### config.mk
export PLATFORM = sky130hd
export DESIGN_NAME = lcd_host_bridge
export DESIGN_NICKNAME = d
export VERILOG_FILES = /design/src/rtl/lcd_bridge_pkg.sv /design/src/rtl/lcd_rst_gen.sv /design/src/rtl/lcd_phase_timer.sv /design/src/rtl/lcd_serial_tx.sv /design/src/rtl/lcd_host_bridge.sv
export SDC_FILE = /design/constraint.sdc
export NUM_CORES = 1
export LEC_CHECK = 0
export ABC_CLOCK_PERIOD_IN_PS = 1700
export CELL_PAD_IN_SITES_DETAIL_PLACEMENT = 1
export CELL_PAD_IN_SITES_GLOBAL_PLACEMENT = 1
export CORE_ASPECT_RATIO = 0.6
export CORE_UTILIZATION = 34
export CTS_BUF_LIST = sky130_fd_sc_hd__clkbuf_8
export CTS_CLUSTER_DIAMETER = 100
export DETAILED_ROUTE_END_ITERATION = 8
export GPL_TIMING_DRIVEN = 1
export PLACE_DENSITY = 0.84
export SYNTH_ARGS = -nofsm -noshare
export SYNTH_HDL_FRONTEND = slang
export SYNTH_SLANG_ARGS = --single-unit
export TNS_END_PERCENT = 50
### constraint.sdc
create_clock -name clk -period 1.7 [get_ports clk]
set_clock_uncertainty 0.2 [all_clocks]
set_input_delay 0.255 -clock clk [delete_from_list [all_inputs] [get_ports clk]]
set_output_delay 0.255 -clock clk [all_outputs]
set_load 0.03 [all_outputs]
### src/rtl/lcd_bridge_pkg.sv
package lcd_bridge_pkg;

  typedef enum logic [2:0] {
    ST_WAIT_RST,
    ST_IDLE,
    ST_SETUP,
    ST_STROBE,
    ST_SLO,
    ST_SHI,
    ST_HOLD,
    ST_GAP
  } br_state_t;

  // returns {rd_or_enable, wr_or_direction}
  function automatic logic [1:0] pin_levels(input logic par, input logic m68,
                                            input logic act, input logic stb,
                                            input logic rd);
    logic [1:0] lv;
    if (!par)      lv = 2'b11;
    else if (m68)  lv = {stb, (act ? rd : 1'b1)};
    else           lv = {~(stb & rd), ~(stb & ~rd)};
    return lv;
  endfunction

  function automatic int max_of(input int a, input int b);
    return (a > b) ? a : b;
  endfunction

endpackage

### src/rtl/lcd_rst_gen.sv
module lcd_rst_gen #(
  parameter int RST_CYC = 16
) (
  input  logic clk,
  input  logic rst,
  output logic rst_done
);
  localparam int RW = $clog2(RST_CYC + 1);
  localparam logic [RW-1:0] LAST = RW'(RST_CYC - 1);

  logic [RW-1:0] cnt;

  always_ff @(posedge clk) begin
    if (rst) begin
      cnt      <= '0;
      rst_done <= 1'b0;
    end else if (!rst_done) begin
      cnt <= cnt + 1'b1;
      if (cnt == LAST) rst_done <= 1'b1;
    end
  end
endmodule

### src/rtl/lcd_phase_timer.sv
module lcd_phase_timer #(
  parameter int TW = 4
) (
  input  logic          clk,
  input  logic          rst,
  input  logic          load,
  input  logic [TW-1:0] load_val,
  output logic          expired
);
  logic [TW-1:0] cnt;

  always_ff @(posedge clk) begin
    if (rst)               cnt <= '0;
    else if (load)         cnt <= load_val;
    else if (cnt != '0)    cnt <= cnt - 1'b1;
  end

  assign expired = (cnt == '0);
endmodule

### src/rtl/lcd_serial_tx.sv
module lcd_serial_tx #(
  parameter int DW = 8
) (
  input  logic          clk,
  input  logic          rst,
  input  logic          load,
  input  logic [DW-1:0] load_byte,
  input  logic          shift,
  output logic          bit_out,
  output logic          last_bit
);
  localparam int CW = $clog2(DW);
  localparam logic [CW-1:0] LAST = CW'(DW - 1);

  logic [DW-1:0] sh;
  logic [CW-1:0] idx;

  always_ff @(posedge clk) begin
    if (rst) begin
      sh  <= '0;
      idx <= '0;
    end else if (load) begin
      sh  <= load_byte;
      idx <= '0;
    end else if (shift) begin
      sh  <= {sh[DW-2:0], 1'b0};
      idx <= idx + 1'b1;
    end
  end

  assign bit_out  = sh[DW-1];
  assign last_bit = (idx == LAST);
endmodule

### src/rtl/lcd_host_bridge.sv
module lcd_host_bridge
  import lcd_bridge_pkg::*;
#(
  parameter int DW         = 8,
  parameter int RST_CYC    = 16,
  parameter int SETUP_CYC  = 2,
  parameter int STROBE_CYC = 4,
  parameter int HOLD_CYC   = 2,
  parameter int GAP_CYC    = 4,
  parameter int SCK_HALF   = 2
) (
  input  logic          clk,
  input  logic          rst,
  input  logic          bus_par_sel,
  input  logic          bus_m68_sel,
  input  logic          req_valid,
  output logic          req_ready,
  input  logic          req_rd,
  input  logic          req_dc,
  input  logic [DW-1:0] req_wdata,
  output logic          rsp_done,
  output logic          rsp_err,
  output logic [DW-1:0] rsp_rdata,
  output logic          lcd_cs_n,
  output logic          lcd_dc,
  output logic          lcd_rd_e,
  output logic          lcd_wr_rw,
  output logic [DW-1:0] lcd_data_o,
  output logic [DW-1:0] lcd_data_oe,
  input  logic [DW-1:0] lcd_data_i,
  output logic          lcd_rst_n
);
  localparam int MAXC = max_of(max_of(max_of(SETUP_CYC, STROBE_CYC), max_of(HOLD_CYC, GAP_CYC)), SCK_HALF);
  localparam int TW   = $clog2(MAXC + 1);
  localparam logic [TW-1:0] L_SETUP  = TW'(SETUP_CYC - 1);
  localparam logic [TW-1:0] L_STROBE = TW'(STROBE_CYC - 1);
  localparam logic [TW-1:0] L_HOLD   = TW'(HOLD_CYC - 1);
  localparam logic [TW-1:0] L_GAP    = TW'(GAP_CYC - 1);
  localparam logic [TW-1:0] L_HALF   = TW'(SCK_HALF - 1);
  localparam logic [DW-1:0] SER_OE   = {2'b11, {(DW-2){1'b0}}};

  br_state_t     state;
  logic          rst_done;
  logic          t_load, t_zero;
  logic [TW-1:0] t_val;
  logic          sh_load, sh_shift, sh_bit, sh_last;
  logic          take, take_bus, take_reject;
  logic          act_q, stb_q, isrd_q, scl_q;
  logic [DW-1:0] pdata_q;
  logic [1:0]    pins;

  lcd_rst_gen #(.RST_CYC(RST_CYC)) u_rst (
    .clk(clk), .rst(rst), .rst_done(rst_done));

  lcd_phase_timer #(.TW(TW)) u_tmr (
    .clk(clk), .rst(rst), .load(t_load), .load_val(t_val), .expired(t_zero));

  lcd_serial_tx #(.DW(DW)) u_ser (
    .clk(clk), .rst(rst), .load(sh_load), .load_byte(req_wdata),
    .shift(sh_shift), .bit_out(sh_bit), .last_bit(sh_last));

  assign req_ready   = (state == ST_IDLE);
  assign take        = req_valid && req_ready;
  assign take_reject = take && !bus_par_sel && req_rd;
  assign take_bus    = take && !take_reject;
  assign sh_load     = take_bus && !bus_par_sel;
  assign sh_shift    = (state == ST_SHI) && t_zero && !sh_last;

  // timer reload on each phase change
  always_comb begin
    t_load = 1'b0;
    t_val  = '0;
    unique case (state)
      ST_IDLE:   if (take_bus) begin t_load = 1'b1; t_val = bus_par_sel ? L_SETUP : L_HALF; end
      ST_SETUP:  if (t_zero) begin t_load = 1'b1; t_val = L_STROBE; end
      ST_STROBE: if (t_zero) begin t_load = 1'b1; t_val = L_HOLD; end
      ST_SLO:    if (t_zero) begin t_load = 1'b1; t_val = L_HALF; end
      ST_SHI:    if (t_zero) begin t_load = 1'b1; t_val = sh_last ? L_HOLD : L_HALF; end
      ST_HOLD:   if (t_zero) begin t_load = 1'b1; t_val = L_GAP; end
      default: ;
    endcase
  end

  always_ff @(posedge clk) begin
    if (rst) begin
      state       <= ST_WAIT_RST;
      lcd_cs_n    <= 1'b1;
      lcd_dc      <= 1'b0;
      act_q       <= 1'b0;
      stb_q       <= 1'b0;
      isrd_q      <= 1'b0;
      scl_q       <= 1'b0;
      pdata_q     <= '0;
      lcd_data_oe <= '0;
      rsp_done    <= 1'b0;
      rsp_err     <= 1'b0;
      rsp_rdata   <= '0;
    end else begin
      rsp_done <= 1'b0;
      rsp_err  <= 1'b0;
      unique case (state)
        ST_WAIT_RST: if (rst_done) state <= ST_IDLE;
        ST_IDLE: begin
          if (take_reject) begin
            rsp_done <= 1'b1;
            rsp_err  <= 1'b1;
          end else if (take_bus) begin
            lcd_cs_n    <= 1'b0;
            lcd_dc      <= req_dc;
            act_q       <= 1'b1;
            isrd_q      <= req_rd;
            pdata_q     <= req_wdata;
            scl_q       <= 1'b0;
            if (req_rd)           lcd_data_oe <= '0;
            else if (bus_par_sel) lcd_data_oe <= '1;
            else                  lcd_data_oe <= SER_OE;
            state <= bus_par_sel ? ST_SETUP : ST_SLO;
          end
        end
        ST_SETUP: if (t_zero) begin
          stb_q <= 1'b1;
          state <= ST_STROBE;
        end
        ST_STROBE: if (t_zero) begin
          if (isrd_q) rsp_rdata <= lcd_data_i;
          stb_q <= 1'b0;
          state <= ST_HOLD;
        end
        ST_SLO: if (t_zero) begin
          scl_q <= 1'b1;
          state <= ST_SHI;
        end
        ST_SHI: if (t_zero) begin
          scl_q <= 1'b0;
          state <= sh_last ? ST_HOLD : ST_SLO;
        end
        ST_HOLD: if (t_zero) begin
          lcd_cs_n    <= 1'b1;
          lcd_data_oe <= '0;
          act_q       <= 1'b0;
          isrd_q      <= 1'b0;
          rsp_done    <= 1'b1;
          state       <= ST_GAP;
        end
        ST_GAP: if (t_zero) state <= ST_IDLE;
        default: state <= ST_IDLE;
      endcase
    end
  end

  assign pins       = pin_levels(bus_par_sel, bus_m68_sel, act_q, stb_q, isrd_q);
  assign lcd_rd_e   = pins[1];
  assign lcd_wr_rw  = pins[0];
  assign lcd_data_o = bus_par_sel ? pdata_q : {sh_bit, scl_q, {(DW-2){1'b0}}};
  assign lcd_rst_n  = rst_done;

endmodule

==> metrics.md, run 1 <==
| Metric | Value |
|---|---|
| Final Setup Violations | `10` |
| Pwr dens | `between 800 and 900 nW/um2` |
| Dpl hpwl | `around 4.6 mm` |
| GPL Wtd Cong | `0.790` |
| Min-delay worst type | `in -> reg` |
| Layout cells sized above 1 | `0.282` |
| DIE AREA | `7020 um2` |
| Final hold viol count | `0` |
| Clk sinks | `49` |
| Final ANT Viol Nets | `0` |
| Failing checks | `setup timing` |
| Max FO, Critical Path | `6` |
| Chip Width | `around 110 um` |
| Crit path time final | `about 1.8 ns` |
| Post-synthesis sequential area ratio | `0.432` |
| Pin count of the biggest net entering global routing | `36` |
| Leading cell types by count after synthesis | `dfxtp_1 (49), nand2_1 (29), nor2_1 (26)` |
| FP Rows | `22` |
| Total power | `between 2 and 3 mW` |
| DR iter-0 viols | `84` |
| Psw | `about 710 uW` |
| Overall global routing resource usage | `0.192` |
| Tcrit/Tclk final | `1.05` |
| Wire per inst | `around 16 um` |
| Min-delay src | `rst` |
| CP arrival | `between 1.5 and 2 ns` |
| Number of flops mapped to enable cells by yosys | `0` |
| Leakage | `roughly 1.4 nW` |
| Diodes inserted | `0` |
| Setup TNS Final | `-0.370 ns` |
| Max-Cap Viols | `0` |
| Synth Instances | `249` |
| Final WS setup | `-0.0785 ns` |
| Starting Density | `0.362` |
| Sw Share | `0.266` |
| Core Area | `~6300 um2` |
| Required @ worst endpoint | `1.72 ns` |
| CTS tree | `done` |
| DR vias/cell | `5.04` |
| CTS root buf | `clkbuf_8` |
| Fmax | `~0.56 GHz` |
| Synth top area cells | `dfxtp_1 (43%), mux2i_1 (7.5%), nand2_1 (4.8%)` |
| Most common cell in the netlist | `dfxtp_1` |
| Drc violations | `0` |
| Initial DRT Pass Iterations | `4` |
| Layout area overhead | `43.8%` |
| Synth async-reset ratio | `0` |
| Final Max Tran Viols | `0` |
| Worst-path clk slew | `roughly 0.1 ns` |
| Ys flop type | `dfxtp_1` |
| R2r setup slk | `-0.08 ns` |
| Clock Latency Late Sink | `about 0.30 ns` |
| Hold-fix buffers, CTS | `0` |
| Clock network power share | `0.318` |
| GR Overflow Total | `0` |
| Buffers on Ports | `between 50 and 60` |
| Critical path class | `reg -> reg` |
| Fin nets | `~350` |
| Synthesized area | `between 2000 and 2500 um2` |
| RSZ-0062 raised after global routing | `true` |
| Max VDD drop | `around 0.00037 V` |
| Ports | `55` |
| Routed vias | `slightly above 2000` |
| Die H | `~65 um` |
| Aggregate routed wire length | `between 6 and 7 mm` |
| #FFs+latches synth | `49` |
| Synth top area share | `0.432` |
| Sequential Power Share | `0.451` |
| Combinational share of power | `0.232` |
| Max-slew headroom | `0.782` |
| H-Tree Level Count | `2` |
| RR Endpoint | `u_ser.sh[4]$_SDFFE_PP0P_` |
| Reg-to-Reg Start | `u_ser.idx[0]$_SDFFE_PP0P_` |
| Hold Path Depth | `2` |
| Vias in the first global route | `between 2000 and 2500` |
| Critical path capture point type | `register` |
| Crit path launch type | `register` |
| First-pass GRT wire length | `between 10 and 15 mm` |
| Measured slew at the worst slew-check pin | `~0.33 ns` |
| Synth area leader | `dfxtp_1` |
| Total CTS buffers | `5` |
| Worst Reg-to-Reg Cells | `5` |
| Initial antenna violation count | `0` |
| CP Launch Point | `u_ser.idx[0]$_SDFFE_PP0P_` |
| Status | `complete, but fails checks` |
| Internal power | `1.97 mW` |
| Yosys warns | `0` |
| Synth unique cells | `41` |
| Synthesized Nets | `278` |
| Worst-case clock buffer depth | `2` |
| Hold worst-path end | `lcd_dc$_SDFFE_PP0P_` |
| Synth Area per Inst | `9.12 um2` |
## power by group through the flow
stage / Sequential (mW) / Combinational (mW) / Clock (mW)
detailed placement: 1.24 / 0.542 / 0
floorplan: 1.24 / 0.271 / 0
finish: 1.21 / 0.621 / 0.852
global route: 1.21 / 0.667 / 0.928
CTS: 1.21 / 0.639 / 0.867
global placement: 1.24 / 0.513 / 0
## area by class of cell
type / count / area, um2
well taps: 84 / 105
fillers: 730 / 3010
repair buffers: 89 / 793
clock buffers: 5 / 68.8
inverters: 8 / 30.0
flip-flops and latches: 49 / 992
clock inverters: 3 / 43.8
multi-input cells: 172 / 1230
## stage by stage
stage	hold slack [ns]	setup slack (ns)	util	instances	instance area [um2]
2_1_floorplan	0.179	-0.00145	-	249	2310
3_3_place_gp	0.240	-0.461	0.489	397	3070
3_5_place_dp	0.249	-0.448	0.489	397	3070
4_1_cts	0.114	-0.0820	0.514	411	3230
5_1_grt	0.121	-0.166	0.520	410	3260
6_report	0.122	-0.0785	0.520	410	3260
## worst max path at each step
stage,to,slack (ns)
2_1_floorplan,u_ser.sh[2]$_SDFFE_PP0P_,-0.001
3_3_place_gp,lcd_data_o[7],-0.46
3_5_place_dp,lcd_data_o[7],-0.45
4_1_cts,u_ser.sh[1]$_SDFFE_PP0P_,-0.08
5_1_grt,u_ser.sh[1]$_SDFFE_PP0P_,-0.17
6_report,u_ser.sh[4]$_SDFFE_PP0P_,-0.08
## registers in the layout (all words and copies together), names as in the netlist
| signal | flops |
|---|---|
| pdata_q | 8 |
| rsp_rdata | 8 |
| u_ser.sh | 8 |
| u_rst.cnt | 5 |
| state | 3 |
| u_ser.idx | 3 |
| u_tmr.cnt | 3 |
| lcd_data_oe | 2 |
| act_q | 1 |
| isrd_q | 1 |
| lcd_cs_n | 1 |
| lcd_dc | 1 |
| rsp_done | 1 |
| rsp_err | 1 |
| scl_q | 1 |
| stb_q | 1 |
| u_rst.rst_done | 1 |
## metal layers
metal / part of all wire / GRT usage / vias to the layer above
met1: 0.47 / 0.247 / 996
met5: 0 / 0 / -
met3: 0.058 / 0.0427 / 8
met2: 0.46 / 0.331 / 57
met4: 0.0091 / 0.0377 / 0
li1: - / - / 1004
## critical path, stage by stage, from the launching register on
cell	delay [ns]
dfxtp_2	0.35
ha_4	0.16
ha_4	0.16
or3_4	0.45
and2_4	0.19
a211oi_2	0.19
## layout by cell type, fill, tap and decap left out, types with 4 or more instances in the layout
cell type	synthesis	layout
clkbuf_8	0	5
clkdlybuf4s50_1	0	17
dfxtp_1	49	42
xor2_1	4	4
dlygate4sd2_1	0	21
and2_1	6	6
nor2_1	26	25
mux2i_1	17	15
a21oi_1	19	18
a211oi_1	8	7
a211oi_2	3	4
inv_1	8	6
nand2_1	29	29
dfxtp_2	0	6
nor3_1	6	5
buf_4	6	40
## kinds of logic after synthesis
logic type | Yosys count | share of synthesized area
compound gates | 46 | 0.136
xor+xnor | 7 | 0.0270
fa+ha+maj | 6 | 0.0331
buf+inv | 29 | 0.0700
flops | 49 | 0.432
mux | 19 | 0.0849
simple gates | 93 | 0.217
## what timing repair did
action / in CTS / in global routing
gates cloned: 1 / 0
gates resized for setup: 35 / 15
buffers inserted: 5 / 0
setup endpoints to repair: 54 / 34
pin swaps: 8 / 5
hold endpoints to repair: 0 / 0
Note: power is estimated with default switching activity, not from simulation.
==> inputs of run 2 (changes only) <==
- CAP_MARGIN: unset -> 20
==> results of run 2 <==
No change in the layout: final DEF, timing and power equal those of run 1.
